File: config.mk
export PLATFORM = sky130hd
export DESIGN_NAME = spdif_phase_ctrl
export DESIGN_NICKNAME = d
export VERILOG_FILES = /design/src/rtl/spdif_phase_pkg.sv /design/src/rtl/spdif_line_monitor.sv /design/src/rtl/spdif_retry_budget.sv /design/src/rtl/spdif_phase_ctrl.sv
export SDC_FILE = /design/constraint.sdc
export NUM_CORES = 1
export LEC_CHECK = 0
export BUFFER_PORTS_ARGS = -buffer_cell sky130_fd_sc_hd__buf_2
export CAP_MARGIN = 25
export CORE_AREA = 5 5 56 58
export DETAILED_ROUTE_END_ITERATION = 10
export DIE_AREA = 0 0 61 63
export PLACE_DENSITY = 0.65
export SLEW_MARGIN = 10
export SYNTH_ARGS = -nofsm -noshare
export SYNTH_HDL_FRONTEND = slang
export SYNTH_HIERARCHICAL = 1
export SYNTH_SLANG_ARGS = --single-unit
File: constraint.sdc
create_clock -name clk -period 1.93 [get_ports clk]
set_input_delay 0.2895 -clock clk [delete_from_list [all_inputs] [get_ports clk]]
set_output_delay 0.2895 -clock clk [all_outputs]
set_load 0.005 [all_outputs]
File: src/rtl/spdif_phase_pkg.sv
package spdif_phase_pkg;
  typedef enum logic [2:0] {
    ST_IDLE   = 3'd0,
    ST_WACT   = 3'd1,
    ST_LAUNCH = 3'd2,
    ST_PEND   = 3'd3,
    ST_FAIL   = 3'd4,
    ST_HOLD   = 3'd5,
    ST_RECV   = 3'd6
  } ctl_state_t;

  localparam logic [1:0] PH_IDLE = 2'b00;
  localparam logic [1:0] PH_SYNC = 2'b01;
  localparam logic [1:0] PH_RECV = 2'b10;
  localparam logic [1:0] PH_HOLD = 2'b11;
endpackage

File: src/rtl/spdif_line_monitor.sv
module spdif_line_monitor #(
  parameter int N_IN        = 4,
  parameter int SYNC_STAGES = 2,
  parameter int ACT_EDGES   = 4,
  localparam int SEL_W      = (N_IN > 1) ? $clog2(N_IN) : 1,
  localparam int CNT_W      = $clog2(ACT_EDGES + 1)
) (
  input  logic             clk,
  input  logic             rst_n,
  input  logic [N_IN-1:0]  ser_in,
  input  logic [SEL_W-1:0] in_sel,
  input  logic             cnt_en,
  output logic             act_hit
);
  localparam int CHAIN = SYNC_STAGES + 1;

  logic             line_raw;
  logic [CHAIN-1:0] chain;
  logic             edge_seen;
  logic [CNT_W-1:0] act_cnt;

  assign line_raw = ser_in[in_sel];

  genvar g;
  generate
    for (g = 0; g < CHAIN; g++) begin : g_stage
      if (g == 0) begin : g_first
        always_ff @(posedge clk or negedge rst_n) begin
          if (!rst_n) chain[0] <= 1'b0;
          else        chain[0] <= line_raw;
        end
      end else begin : g_next
        always_ff @(posedge clk or negedge rst_n) begin
          if (!rst_n) chain[g] <= 1'b0;
          else        chain[g] <= chain[g-1];
        end
      end
    end
  endgenerate

  assign edge_seen = chain[CHAIN-1] ^ chain[CHAIN-2];
  assign act_hit   = cnt_en && edge_seen && (act_cnt == CNT_W'(ACT_EDGES - 1));

  always_ff @(posedge clk or negedge rst_n) begin
    if (!rst_n)               act_cnt <= '0;
    else if (!cnt_en)         act_cnt <= '0;
    else if (edge_seen && !act_hit) act_cnt <= act_cnt + 1'b1;
  end
endmodule

File: src/rtl/spdif_retry_budget.sv
module spdif_retry_budget #(
  parameter int CODE_W = 2,
  localparam int CNT_W = 2 * ((1 << CODE_W) - 1)
) (
  input  logic              clk,
  input  logic              rst_n,
  input  logic              clr,
  input  logic              fail_evt,
  input  logic [CODE_W-1:0] code,
  output logic              exhausted
);
  logic [CODE_W:0]  shamt;
  logic [CNT_W:0]   limit_w;
  logic [CNT_W-1:0] limit;
  logic [CNT_W-1:0] used;

  assign shamt     = {code, 1'b0};
  assign limit_w   = ({{CNT_W{1'b0}}, 1'b1} << shamt) - 1'b1;
  assign limit     = limit_w[CNT_W-1:0];
  assign exhausted = (used == limit);

  always_ff @(posedge clk or negedge rst_n) begin
    if (!rst_n)                      used <= '0;
    else if (clr)                    used <= '0;
    else if (fail_evt && !exhausted) used <= used + 1'b1;
  end
endmodule

File: src/rtl/spdif_phase_ctrl.sv
module spdif_phase_ctrl
  import spdif_phase_pkg::*;
#(
  parameter int N_IN         = 4,
  parameter int RETRY_CODE_W = 2,
  parameter int ACT_EDGES    = 4,
  parameter int SYNC_STAGES  = 2,
  localparam int SEL_W       = (N_IN > 1) ? $clog2(N_IN) : 1
) (
  input  logic                    clk,
  input  logic                    rst_n,
  input  logic [1:0]              en_code,
  input  logic [RETRY_CODE_W-1:0] retry_code,
  input  logic                    wait_act,
  input  logic [SEL_W-1:0]        in_sel,
  input  logic [N_IN-1:0]         ser_in,
  input  logic                    att_ok,
  input  logic                    att_fail,
  output logic                    att_start,
  output logic [1:0]              phase,
  output logic                    sync_done,
  output logic                    sync_err
);
  ctl_state_t st, st_nxt;
  logic idle_req, want_recv;
  logic act_hit, exhausted, fail_evt, ok_evt;
  logic done_q, err_q;

  assign idle_req  = !en_code[0];
  assign want_recv = en_code[1];
  assign ok_evt    = (st == ST_PEND) && att_ok && !idle_req;
  assign fail_evt  = (st == ST_PEND) && att_fail && !att_ok && !idle_req;

  spdif_line_monitor #(
    .N_IN(N_IN), .SYNC_STAGES(SYNC_STAGES), .ACT_EDGES(ACT_EDGES)
  ) u_mon (
    .clk(clk), .rst_n(rst_n), .ser_in(ser_in), .in_sel(in_sel),
    .cnt_en((st == ST_WACT) && !idle_req), .act_hit(act_hit)
  );

  spdif_retry_budget #(.CODE_W(RETRY_CODE_W)) u_budget (
    .clk(clk), .rst_n(rst_n), .clr(idle_req), .fail_evt(fail_evt),
    .code(retry_code), .exhausted(exhausted)
  );

  always_comb begin
    st_nxt = st;
    if (idle_req) begin
      st_nxt = ST_IDLE;
    end else begin
      unique case (st)
        ST_IDLE:   st_nxt = wait_act ? ST_WACT : ST_LAUNCH;
        ST_WACT:   if (act_hit) st_nxt = ST_LAUNCH;
        ST_LAUNCH: st_nxt = ST_PEND;
        ST_PEND: begin
          if (ok_evt)        st_nxt = want_recv ? ST_RECV : ST_HOLD;
          else if (fail_evt) st_nxt = exhausted ? ST_FAIL : ST_LAUNCH;
        end
        ST_HOLD:   if (want_recv) st_nxt = ST_RECV;
        ST_FAIL:   st_nxt = ST_FAIL;
        ST_RECV:   st_nxt = ST_RECV;
        default:   st_nxt = ST_IDLE;
      endcase
    end
  end

  always_ff @(posedge clk or negedge rst_n) begin
    if (!rst_n) begin
      st     <= ST_IDLE;
      done_q <= 1'b0;
      err_q  <= 1'b0;
    end else begin
      st     <= st_nxt;
      done_q <= ok_evt;
      if (idle_req)                   err_q <= 1'b0;
      else if (fail_evt && exhausted) err_q <= 1'b1;
    end
  end

  always_comb begin
    unique case (st)
      ST_IDLE: phase = PH_IDLE;
      ST_HOLD: phase = PH_HOLD;
      ST_RECV: phase = PH_RECV;
      default: phase = PH_SYNC;
    endcase
  end

  assign att_start = (st == ST_LAUNCH);
  assign sync_done = done_q;
  assign sync_err  = err_q;
endmodule

# Word level (Yosys, flattened, before mapping)
# Index checks and enable logic that the tools add are counted.
totals:
  reg_bits: 17
  latch_bits: 0
  mem_bits_rw: 0
  romBits: 0
  memories: 0
classes:
  add_sub_neg: 3
  multipliers: 0
  div_mod_pow: 0
  order_cmp: 1
  n_eq_ne: 14
  n_shift: 1
  mux: 18
  n_bitwise: 1
  n_reduce_logical: 16
ops:
  columns: ["op", "count"]
  rows:
  - ["3-bit two-way mux", 8]
  - ["3-bit one-hot mux with 7 select lines", 1]
  - ["6-bit two-way mux", 2]
  - ["1-bit logical AND", 11]
  - ["3-bit by 2-bit == test with 1-bit output, second input constant", 3]
  - ["3-bit == test, second input constant", 3]
  - ["6-bit by 1-bit adder with 6-bit output, second input constant", 1]
  - ["6-bit == test", 1]
  - ["2-bit one-hot mux with 3 select lines", 1]
  - ["1-bit by 3-bit left shift with 6-bit output, first input constant", 1]
  - ["6-bit by 1-bit subtractor with 6-bit output, second input constant", 1]
  - ["2-bit two-way mux", 2]
  - ["2-bit by 1-bit != test with 1-bit output, second input constant", 2]
  - ["4-bit != test, second input constant", 1]
  - ["3-bit by 1-bit adder with 3-bit output, second input constant", 1]
  - ["3-bit by 1-bit == test with 1-bit output, second input constant", 1]
  - ["1-bit zero test", 3]
  - ["3-bit zero test", 1]
  - ["2-bit by 3-bit < comparator with 1-bit output, second input constant", 1]
  - ["1-bit two-way mux", 3]
  - ["3-bit by 2-bit != test with 1-bit output, second input constant", 1]
  - ["3-bit != test, second input constant", 1]
  - ["3-bit AND reduction", 1]
  - ["1-bit binary-select mux with 2-bit select", 1]
  - ["2 further kinds", 2]

# Logic depth before layout (Yosys ltp)
# Gate-level depths: netlist of run 1.
depth:
  ltp_word: 8
  depth_mapped: 9

# Cells and area by module
# Netlist of run 1, hierarchy kept.
by_module_without_submodules:
  columns: ["mod", "instances", "cells_each", "area_per_inst_um2", "seq_area_each_um2"]
  rows:
  - ["spdif_retry_budget", 1, 56, 456.7, 150.1]
  - ["spdif_phase_ctrl", 1, 45, 370.4, 125.1]
  - ["spdif_line_monitor", 1, 21, 286.5, 150.1]

# Worst setup path before layout of run 1
# No wires, ideal clock.
synth_timing:
  path_type: "register to register"
  startpoint: "register st[2]"
  endpoint: "register u_budget.used[4]"
  setup_time_ps: 128
  arrival_time_ps: 1656
  path_slack_ps: 147
  path_stages_with_launch: 8
  path_cell_list: "dfrtp_1 -> buf_4 -> nand3b_1 -> nor4_1 -> clkbuf_1 -> nand4_1 -> a21oi_1 -> mux2_1"
synth_via:
  elab_chain_cells: 6
synth_lines:
  columns: ["item", "line_no", "source"]
  rows:
  - ["from (decl)", "spdif_phase_ctrl.sv:24", "ctl_state_t st, st_nxt;"]
  - ["from (signal assigned)", "spdif_phase_ctrl.sv:73", "st <= st_nxt;"]
  - ["3-bit by 2-bit == test with 1-bit output", "spdif_phase_ctrl.sv:32", "assign fail_evt = (st == ST_PEND) && att_fail && !att_ok && !idle_req;"]
  - ["1-bit logical AND (3 in a row)", "spdif_phase_ctrl.sv:32", null]
  - ["named net fail_evt", "spdif_phase_ctrl.sv:26", "logic act_hit, exhausted, fail_evt, ok_evt;"]
  - ["1-bit logical AND", "spdif_retry_budget.sv:25", "else if (fail_evt && !exhausted) used <= used + 1'b1;"]
  - ["2-bit by 1-bit != test with 1-bit output (no source line)", null, null]
  - ["to (signal assigned)", "spdif_retry_budget.sv:25", null]
  - ["to (decl)", "spdif_retry_budget.sv:15", "logic [CNT_W-1:0] used;"]
# The timed path passes the listed nets, and every way through them passes these cells.
# A chain may end at the register's enable or synchronous reset.

# Worst setup path after layout of run 1
layout_timing:
  startpoint: "register u_budget.used[0]"
  endpoint: "register st[1]"
layout_via:
  elab_chain_cells: 6
layout_lines:
  columns: ["item", "line_no", "source"]
  rows:
  - ["6-bit == test", "spdif_retry_budget.sv:20", "assign exhausted = (used == limit);"]
  - ["named net exhausted", "spdif_phase_ctrl.sv:26", null]
  - ["3-bit two-way mux (2 in a row)", "spdif_phase_ctrl.sv:57", "else if (fail_evt) st_nxt = exhausted ? ST_FAIL : ST_LAUNCH;"]
  - ["3-bit two-way mux", "spdif_phase_ctrl.sv:56", "if (ok_evt) st_nxt = want_recv ? ST_RECV : ST_HOLD;"]
  - ["3-bit one-hot mux with 7 select lines", "spdif_phase_ctrl.sv:51", "unique case (st)"]
  - ["3-bit two-way mux", "spdif_phase_ctrl.sv:48", "if (idle_req) begin"]
# The timed path passes the listed nets, and every way through them passes these cells. The select of a mux whose other input is x is not followed.

==> results.json, run 1 <==
{
  "dp.cells": 172,
  "synth_common_cells": "dfrtp_1, nand2_1, nor2_1, a21oi_1",
  "power.density_nw_per_um2": 652,
  "postSynthAreaPerCell_sq_um": 9.13,
  "grt_pass1_wl_mm": 4.22,
  "rsz0062_at_grt": "no",
  "post_drt_wl_per_cell_microns": 13.8,
  "grt_pass1_vias": 1019,
  "port_buffers": 19,
  "cts_inserted_buffers": 3,
  "critPathLaunchType": "flop",
  "critPathKind": "reg2reg",
  "seq_area_frac_synth": 0.382,
  "grt_overflow": 0,
  "worst_pin_slew_ps": 512,
  "clockRootBuffer": "clkbuf_4",
  "grt_max_degree": 18,
  "setup_ws_ps": 212,
  "hold_class": "in2reg",
  "synth_top_cell_by_area": "dfrtp_1",
  "yosys.area_share.simple": 0.297,
  "path_max_fanout": 7,
  "routed_wl_mm": 2.45,
  "synthesis.area_sq_um": 1110,
  "synth-xor-area-share": 0.0157,
  "vias": 1031,
  "firstDrtPassIters": 4,
  "die_area_sq_um": 3840,
  "clk_latency_ps": 290,
  "finalSetupViolCount": 0,
  "skew_ps": 2.00,
  "htreeDepth": 1,
  "drt_iter0_markers": 43,
  "start_util": 0.426,
  "synth_edf_count": 0,
  "hold_violations": 0,
  "tritoncts": "done",
  "ys.flop_type": "dfrtp_1",
  "synthesis.nets": 140,
  "chipWidth_microns": 61,
  "fin_area_sq_um": 1310,
  "muxShareOfSynthArea": 0.0573,
  "async_flop_share": 1.00,
  "clkSinkCount": 17,
  "min_period_ps": 1720,
  "rows": 19,
  "cts_setup_buffers": 0,
  "yosysWarnings": 6,
  "synth_top_family_by_area": "simple AND/OR/NAND/NOR gates",
  "slowest_delay_ps": 460,
  "drive_gt1_frac": 0.267,
  "die_h_microns": 63,
  "yosysMostFrequentCell": "dfrtp_1",
  "total_power_mw": 0.851,
  "io-pin-count": 20,
  "hpwl_mm": 1.90,
  "ir_drop_v": 0.000399,
  "instances_no_fill": 177,
  "core_sq_um": 2620,
  "synthAdderAreaFrac": 0.0337,
  "antenna_found_initial": 0,
  "status": "finished clean",
  "path_clk_slew_ps": 110,
  "antenna_left": 0,
  "n_antenna_cell": 0,
  "syn_inst": 122,
  "drc": 0,
  "synth_compound_area_frac": 0.180,
  "ys_types": 46,
  "ys_seq_elements": 17,
  "routed_via_density": 5.82,
  "ys_top_cells_by_area": "dfrtp_1, nand2_1, nor2_1",
  "tns_ps": 0,
  "cp.required_ps": 2120,
  "slew_headroom": 0.659,
  "slew_viol_final": 0,
  "cp.arrival_ps": 1900,
  "cellLeakagePower_nw": 0.611,
  "cp_cell_sequence": "or3_1, o21a_1, a21oi_2, mux2i_1, a22oi_1, o21ai_1",
  "fin_nets": 165,
  "final.period_utilization": 0.890,
  "synth_top_area_frac": 0.382,
  "max_freq_mhz": 582,
  "gp_congestion": 0.868,
  "worst_path_max_delay_cell": "dfrtp_1",
  "place_area_sq_um": 1260,
  "preCtsSetupSlack_ps": 158,
  "crit_path_end_kind": "flop",
  "maxCapViolCount": 0,
  "clockBufferDepth": 2,
  "grt_usage": 0.142,
  "area_growth_syn_to_layout_pct": 17.3
}
## per-layer routing
layer,wire length (microns),up-vias,GRT usage
met2,1170,26,0.226
met4,20,0,0.0488
met1,1120,504,0.190
li1,-,499,-
met3,148,2,0.0248
met5,0,-,0
## worst max-delay path, delay by kind of cell (launching register included)
| kind | cells | cell delay, ps |
|---|---|---|
| AO/OA/AOI/OAI | 4 | 610 |
| flip-flops | 1 | 460 |
| multiplexers | 1 | 100 |
| AND/OR/NAND/NOR | 1 | 450 |
## cells by family (layout without fill, tap and decap cells)
family	count (synthesis)	count (layout)
adders and majority gates	3	3
xor gates and xnor gates	2	2
and+or+nand+nor	58	58
muxes	5	5
buffers and inverters	9	33
AOI/OAI and AO/OA	28	28
DFF	17	17
## cell type report
cell class	count	area [sq um]
Inverter	4	15.0
Multi-Input combinational cell	96	653
Fill cell	271	1310
Clock buffer	3	22.5
Tap cell	31	38.8
Sequential cell	17	427
Timing Repair Buffer	25	143
Clock inverter	1	7.51
## sequential cells by signal, indices dropped and copies added, names as in the netlist
| register | cells |
|---|---|
| st | 3 |
| u_mon/chain | 3 |
| sync_done | 1 |
| u_budget/used | 6 |
| sync_err | 1 |
| u_mon/act_cnt | 3 |
## where the power goes
part | total, mW | switching [mW] | leakage [nW] | internal, mW
combinational | 0.251 | 0.132 | 0.370 | 0.119
clock | 0.199 | 0.121 | 0.0139 | 0.0786
sequential | 0.401 | 0.0197 | 0.226 | 0.382
total | 0.851 | 0.272 | 0.611 | 0.579
## metrics by stage
stage	util	hold WS, ps
3_5_place_dp	0.482	244
3_3_place_gp	0.482	241
6_report	0.500	265
2_1_floorplan	-	-6.09
5_1_grt	0.500	234
4_1_cts	0.498	258
## final timing paths
check | end | depth (start not counted) | start | slack [ps]
setup / recovery | st[1]$_DFFE_PN0P_ | 6 | u_budget/used[0]$_DFFE_PN0P_ | 210
hold / removal | u_mon/chain[0]$_DFF_PN0_ | 2 | in_sel[1] | 260
max in group asynchronous | st[0]$_DFFE_PN0P_ | 2 | rst_n | 1190
hold reg to reg | u_mon/chain[1]$_DFF_PN0_ | 0 | u_mon/chain[0]$_DFF_PN0_ | 360
setup reg to reg | st[1]$_DFFE_PN0P_ | 6 | u_budget/used[0]$_DFFE_PN0P_ | 210
min in group asynchronous | sync_done$_DFF_PN0_ | 2 | rst_n | 440
## layout by cell type (no fill, tap or decap), drive strengths merged, types with 2 or more instances in the layout
cell type  instances
buf               24
dfrtp             17
nand2             12
nor2              11
a21oi              7
o21ai              6
nand4              5
nand3              5
nor2b              5
inv                4
nand2b             3
nand3b             3
mux2i              3
clkbuf             3
nor3               3
ha                 3
o2111ai            3
and3               3
o21a               2
o211ai             2
or3                2
nor3b              2
## what timing repair did
item                                   4_1_cts  5_1_grt
resized for setup                            0        2
endpoints found under the hold margin       17        0
setup endpoints to repair                    0        2
hold buffers                                 1        0
No activity file was read; power rests on OpenSTA's default activity.
==> run 2, diff against run 1 <==
- PLACE_DENSITY: 0.65 -> unset
- PLACE_DENSITY_LB_ADDON: unset -> 0.2
- TNS_END_PERCENT: unset -> 30
==> run 2 against run 1 <==
Net effect: final area rose by 0.77%; register-to-register slack worse by 97 ps; first-iteration DRC count rose by 100%; sequential share of layout area is 0.34 points lower; sequential power is essentially flat; clock skew increased by 7.1 ps; sequential cell count is the same; fmax down 5.3%; die area did not move; combinational power about the same; power grew 0.73%; utilization increased by 0.38 points.
==> results.json, run 2 (same netlist as run 1, synthesis figures left out) <==
{
  "status": "finished clean",
  "whs_path_depth": 2,
  "drc": 0,
  "regToRegSetupSlack_ps": 110,
  "r2r_cells": 6,
  "final_cell_mix": "buf_2, dfrtp_1, nor2_1, nand2_1",
  "port_buffers": 19,
  "routed_via_density": 5.83,
  "clkSinkCount": 17,
  "cp.required_ps": 2120,
  "finalSetupViolCount": 0,
  "clk_latency_ps": 310,
  "die_h_microns": 63,
  "rsz0062_at_grt": "no",
  "grt_max_degree": 18,
  "power.density_nw_per_um2": 652,
  "clockRootBuffer": "clkbuf_4",
  "chipWidth_microns": 61,
  "tns_ps": 0,
  "worst_pin_slew_ps": 385,
  "r2r-end": "st[1]$_DFFE_PN0P_",
  "maxCapViolCount": 0,
  "max_freq_mhz": 551,
  "start_util": 0.426,
  "slowest_delay_ps": 450,
  "fin_nets": 167,
  "grt_usage": 0.148,
  "die_area_sq_um": 3840,
  "io-pin-count": 20,
  "seq_area_sq_um": 425,
  "cts_setup_buffers": 0,
  "n_fill_cell": 263,
  "min_from": "in_sel[1]",
  "multiInputGateArea_sq_um": 649,
  "setup_ws_ps": 115,
  "clockBufferDepth": 2,
  "critPathLaunchType": "flop",
  "largest_reg_flops": 6,
  "ctsResizeCount": 0,
  "mostFrequentLayoutCell": "buf_2",
  "top_register": "u_budget/used",
  "worst_path_max_delay_cell": "dfrtp_1",
  "n_antenna_cell": 0,
  "area_growth_syn_to_layout_pct": 18.2,
  "preCtsSetupSlack_ps": 156,
  "hpwl_mm": 1.90,
  "skew_ps": 9.07,
  "path_max_fanout": 7,
  "slew_headroom": 0.743,
  "cts_inserted_buffers": 3,
  "hold_class": "in2reg",
  "tritoncts": "done",
  "slew_viol_final": 0,
  "grt_pass1_wl_mm": 4.36,
  "path_clk_slew_ps": 110,
  "cp.arrival_ps": 2010,
  "grt_overflow": 0,
  "firstDrtPassIters": 4,
  "post_drt_wl_per_cell_microns": 13.8,
  "fin_util": 0.503,
  "core_sq_um": 2620,
  "rr_startpoint": "u_budget/used[0]$_DFFE_PN0P_",
  "hold_end": "u_mon/chain[0]$_DFF_PN0_",
  "gp_congestion": 0.881,
  "antenna_found_initial": 0,
  "ir_drop_v": 0.000384,
  "antenna_left": 0,
  "htreeDepth": 1,
  "min_period_ps": 1820,
  "critPathKind": "reg2reg",
  "grt_pass1_vias": 1011,
  "total_power_mw": 0.858,
  "rows": 19,
  "cp_cell_sequence": "or3_1, o21a_1, a21oi_1, mux2i_1, a22oi_1, o21ai_1",
  "hold_violations": 0,
  "drt_iter0_markers": 86,
  "crit_path_end_kind": "flop",
  "drive_gt1_frac": 0.264,
  "vias": 1044,
  "final.period_utilization": 0.940,
  "cellLeakagePower_nw": 0.621,
  "routed_wl_mm": 2.47
}
-- run 2: worst max path at each step --
stage                                             from                      endpoint  slack (ps)  cells past startpoint
after detailed placement  u_budget/used[0]$_DFFE_PN0P_             st[1]$_DFFE_PN0P_         160                      6
final                     u_budget/used[0]$_DFFE_PN0P_             st[1]$_DFFE_PN0P_         110                      6
after global routing      u_budget/used[0]$_DFFE_PN0P_             st[1]$_DFFE_PN0P_          10                      6
after floorplan                      st[2]$_DFFE_PN0P_  u_budget/used[4]$_DFFE_PN0P_         150                      7
after CTS                 u_budget/used[0]$_DFFE_PN0P_             st[1]$_DFFE_PN0P_         130                      6
after global placement    u_budget/used[0]$_DFFE_PN0P_             st[1]$_DFFE_PN0P_         220                      6
-- run 2: what timing repair did --
action | in CTS | in global routing
hold buffers | 1 | 0
endpoints found under the setup margin | 0 | 0
hold endpoints to repair | 17 | 0
-- run 2: critical path: cells and delay by family, from the launching register on --
| kind | cells | cell delay (ps) |
|---|---|---|
| compound gates | 4 | 700 |
| flops | 1 | 450 |
| mux | 1 | 120 |
| simple gates | 1 | 440 |
-- run 2: layout make-up --
class	count	area share
repair buffers	27	0.120
well taps	31	0.0295
clock inverters	1	0.00570
inverters	4	0.0114
clock buffers	3	0.0171
flip-flops and latches	17	0.323
multi-input cells	96	0.493
-- run 2: metrics by stage --
stage / instance area, sq um / instances / hold WS (ps)
after detailed placement: 1280 / 174 / 241
after global placement: 1280 / 174 / 240
after CTS: 1320 / 179 / 230
after global routing: 1320 / 179 / 227
final: 1320 / 179 / 241
after floorplan: 1110 / 122 / -6.09
-- run 2: metal layers --
metal  routed length, microns  part of all wire  up-vias  global-route usage
met5                        0                 0        -                   0
met4                       61             0.025        0              0.0786
met3                       92             0.037        5              0.0186
met2                     1240              0.50       26               0.246
met1                     1080              0.44      509               0.178
li1                         -                 -      504                   -
-- run 2: power breakdown --
| part | switching (mW) | total [mW] | internal, mW |
|---|---|---|---|
| Combinational | 0.127 | 0.248 | 0.120 |
| Clock | 0.127 | 0.206 | 0.0792 |
| Sequential | 0.0238 | 0.404 | 0.381 |
| Total | 0.278 | 0.858 | 0.580 |
==> run 3, diff against run 2 <==
- CORE_AREA: 5 5 56 58 -> 5 5 55 57
- DIE_AREA: 0 0 61 63 -> 0 0 60 62
- SYNTH_HIERARCHICAL: 1 -> unset
==> run 3 against run 2 <==
Net effect: clock power decreased by 4%; final cell count decreased by 7.3%; sequential share of layout area increased by 1.0 points; critical endpoint is now u_budget.used[2]$_DFFE_PN0P_; area after synthesis decreased by 4.4%; combinational power increased by 54%.
==> results.json, run 3 <==
{
  "yosysMostFrequentCell": "dfrtp_1",
  "synth_top_cell_by_area": "dfrtp_1",
  "worst_pin_slew_ps": 595,
  "tritoncts": "done",
  "die_h_microns": 62,
  "fin_area_sq_um": 1280,
  "max_freq_mhz": 538,
  "core_sq_um": 2430,
  "vias": 920,
  "finalSetupViolCount": 0,
  "io-pin-count": 20,
  "seqPwrFrac": 0.413,
  "total_power_mw": 0.986,
  "grt_overflow": 0,
  "n_antenna_cell": 0,
  "slew_headroom": 0.598,
  "start_util": 0.438,
  "area_growth_syn_to_layout_pct": 20.2,
  "chipWidth_microns": 60,
  "rows": 18,
  "grt_pass1_wl_mm": 4.16,
  "synth_edf_count": 0,
  "setup_ws_ps": 72.4,
  "power.density_nw_per_um2": 770,
  "ir_drop_v": 0.000530,
  "preCtsSetupSlack_ps": 8.19,
  "routed_wl_mm": 2.27,
  "switchingPower_mw": 0.337,
  "ys.flop_type": "dfrtp_1",
  "hold_violations": 0,
  "mostFrequentLayoutCell": "buf_2",
  "min_period_ps": 1860,
  "drt_iter0_markers": 41,
  "pwr-share-clk": 0.200,
  "antenna_found_initial": 0,
  "maxCapViolCount": 0,
  "status": "finished clean",
  "largest_reg_flops": 6,
  "place_area_sq_um": 1240,
  "path_max_fanout": 8,
  "clk_latency_ps": 290,
  "synth_top_area_frac": 0.400,
  "critPathKind": "reg2reg",
  "synthesis.nets": 126,
  "path_clk_slew_ps": 100,
  "grt_pass1_vias": 950,
  "hold_class": "in2reg",
  "hpwl_mm": 1.76,
  "htreeDepth": 1,
  "top_register": "u_budget.used",
  "cellLeakagePower_nw": 0.581,
  "p_sw_frac": 0.342,
  "drc": 0,
  "internal_power_mw": 0.649,
  "final.period_utilization": 0.962,
  "ys_types": 46,
  "die_area_sq_um": 3720,
  "fin_nets": 155,
  "postSynthAreaPerCell_sq_um": 9.86,
  "cts_inserted_buffers": 3,
  "yosysWarnings": 0,
  "routed_via_density": 5.54,
  "rsz0062_at_grt": "yes",
  "crit_path_end_kind": "flop",
  "power_frac_comb": 0.387,
  "ys_top_cells_by_area": "dfrtp_1, nor2_1, mux2i_1",
  "final_cell_mix": "buf_2, dfrtp_1, nor2_1",
  "grt_max_degree": 18,
  "ys_seq_elements": 17,
  "cp.required_ps": 2150,
  "synthesis.area_sq_um": 1060,
  "critPathLaunchType": "flop",
  "cp.arrival_ps": 2080,
  "syn_inst": 108,
  "dp.cells": 161,
  "post_drt_wl_per_cell_microns": 13.7,
  "drive_gt1_frac": 0.331,
  "antenna_left": 0,
  "port_buffers": 19,
  "seq_area_frac_synth": 0.400,
  "grt_usage": 0.148,
  "clockBufferDepth": 2,
  "async_flop_share": 1.00,
  "gp_congestion": 0.838,
  "slew_viol_final": 0,
  "skew_ps": 2.78,
  "firstDrtPassIters": 4,
  "clockRootBuffer": "clkbuf_4",
  "clkSinkCount": 17,
  "instances_no_fill": 166,
  "synth_common_cells": "dfrtp_1, nor2_1, nand2_1, o21ai_0"
}
==> run 3: changes by cell type after synthesis, sizes merged, moves of 2 or more <==
cell,delta
nand2,-7
nor2b,-4
nor2,+3
o2111ai,-3
a21oi,-2
and2,+2
nand3,-2
nor3,-2
nor3b,-2
xnor2,+2
==> run 3: cells by family after synthesis <==
family,Yosys count,share of synthesized area
and+or+nand+nor,44,0.239
xor gates and xnor gates,5,0.0411
DFF,17,0.400
muxes,5,0.0588
AOI/OAI and AO/OA,26,0.199
buffers and inverters,8,0.0282
adders and majority gates,3,0.0353
==> run 3: area by class of cell <==
class / instances / area (sq um)
clock buffers: 4 / 26.3
multi-input cells: 83 / 609
inverters: 4 / 15.0
repair buffers: 28 / 165
flip-flops and latches: 17 / 427
well taps: 30 / 37.5
fillers: 237 / 1150
==> run 3: per-stage QoR <==
stage	hold WS, ps	utilization	TNS [ps]
after CTS	255	0.526	0
after global routing	253	0.526	-8.95
after floorplan	-6.09	-	0
final	260	0.526	0
after global placement	235	0.511	0
after detailed placement	239	0.511	0
==> run 3: final timing paths <==
kind / startpoint / to / slack, ps / depth (start not counted)
worst max register to register: u_budget.used[4]$_DFFE_PN0P_ / u_budget.used[2]$_DFFE_PN0P_ / 70 / 5
worst max-delay path: u_budget.used[4]$_DFFE_PN0P_ / u_budget.used[2]$_DFFE_PN0P_ / 70 / 5
worst min register to register: u_mon.chain[0]$_DFF_PN0_ / u_mon.chain[1]$_DFF_PN0_ / 370 / 0
max in group asynchronous: rst_n / u_budget.used[4]$_DFFE_PN0P_ / 1200 / 2
min in group asynchronous: rst_n / sync_done$_DFF_PN0_ / 440 / 2
worst min-delay path: in_sel[1] / u_mon.chain[0]$_DFF_PN0_ / 260 / 2
==> run 3: layer usage <==
| metal | GRT usage | vias to the layer above | wire, microns |
|---|---|---|---|
| met4 | 0.0475 | 0 | 25 |
| li1 | - | 452 | - |
| met5 | 0 | - | 0 |
| met3 | 0.0372 | 4 | 151 |
| met2 | 0.250 | 27 | 1100 |
| met1 | 0.184 | 437 | 989 |
==> run 3: worst max-delay path: stages, from the launching register on <==
cell and delay [ps]:
dfrtp_2 450, or3_2 510, a221oi_4 330, a211oi_4 110, a21bo_2 230, a21oi_1 150
==> run 3: power by group through the flow <==
stage | clock, mW | combinational (mW) | sequential (mW)
finish | 0.197 | 0.382 | 0.408
global route | 0.219 | 0.435 | 0.415
CTS | 0.205 | 0.387 | 0.408
detailed placement | 0 | 0.384 | 0.416
global placement | 0 | 0.379 | 0.414
floorplan | 0 | 0.250 | 0.417
==> run 3: what timing repair did <==
action                                  4_1_cts  5_1_grt
buffers inserted                              0        0
gates resized for setup                       0        1
hold endpoints to repair                     17        0
hold buffers                                  1        0
endpoints found under the setup margin        0        3
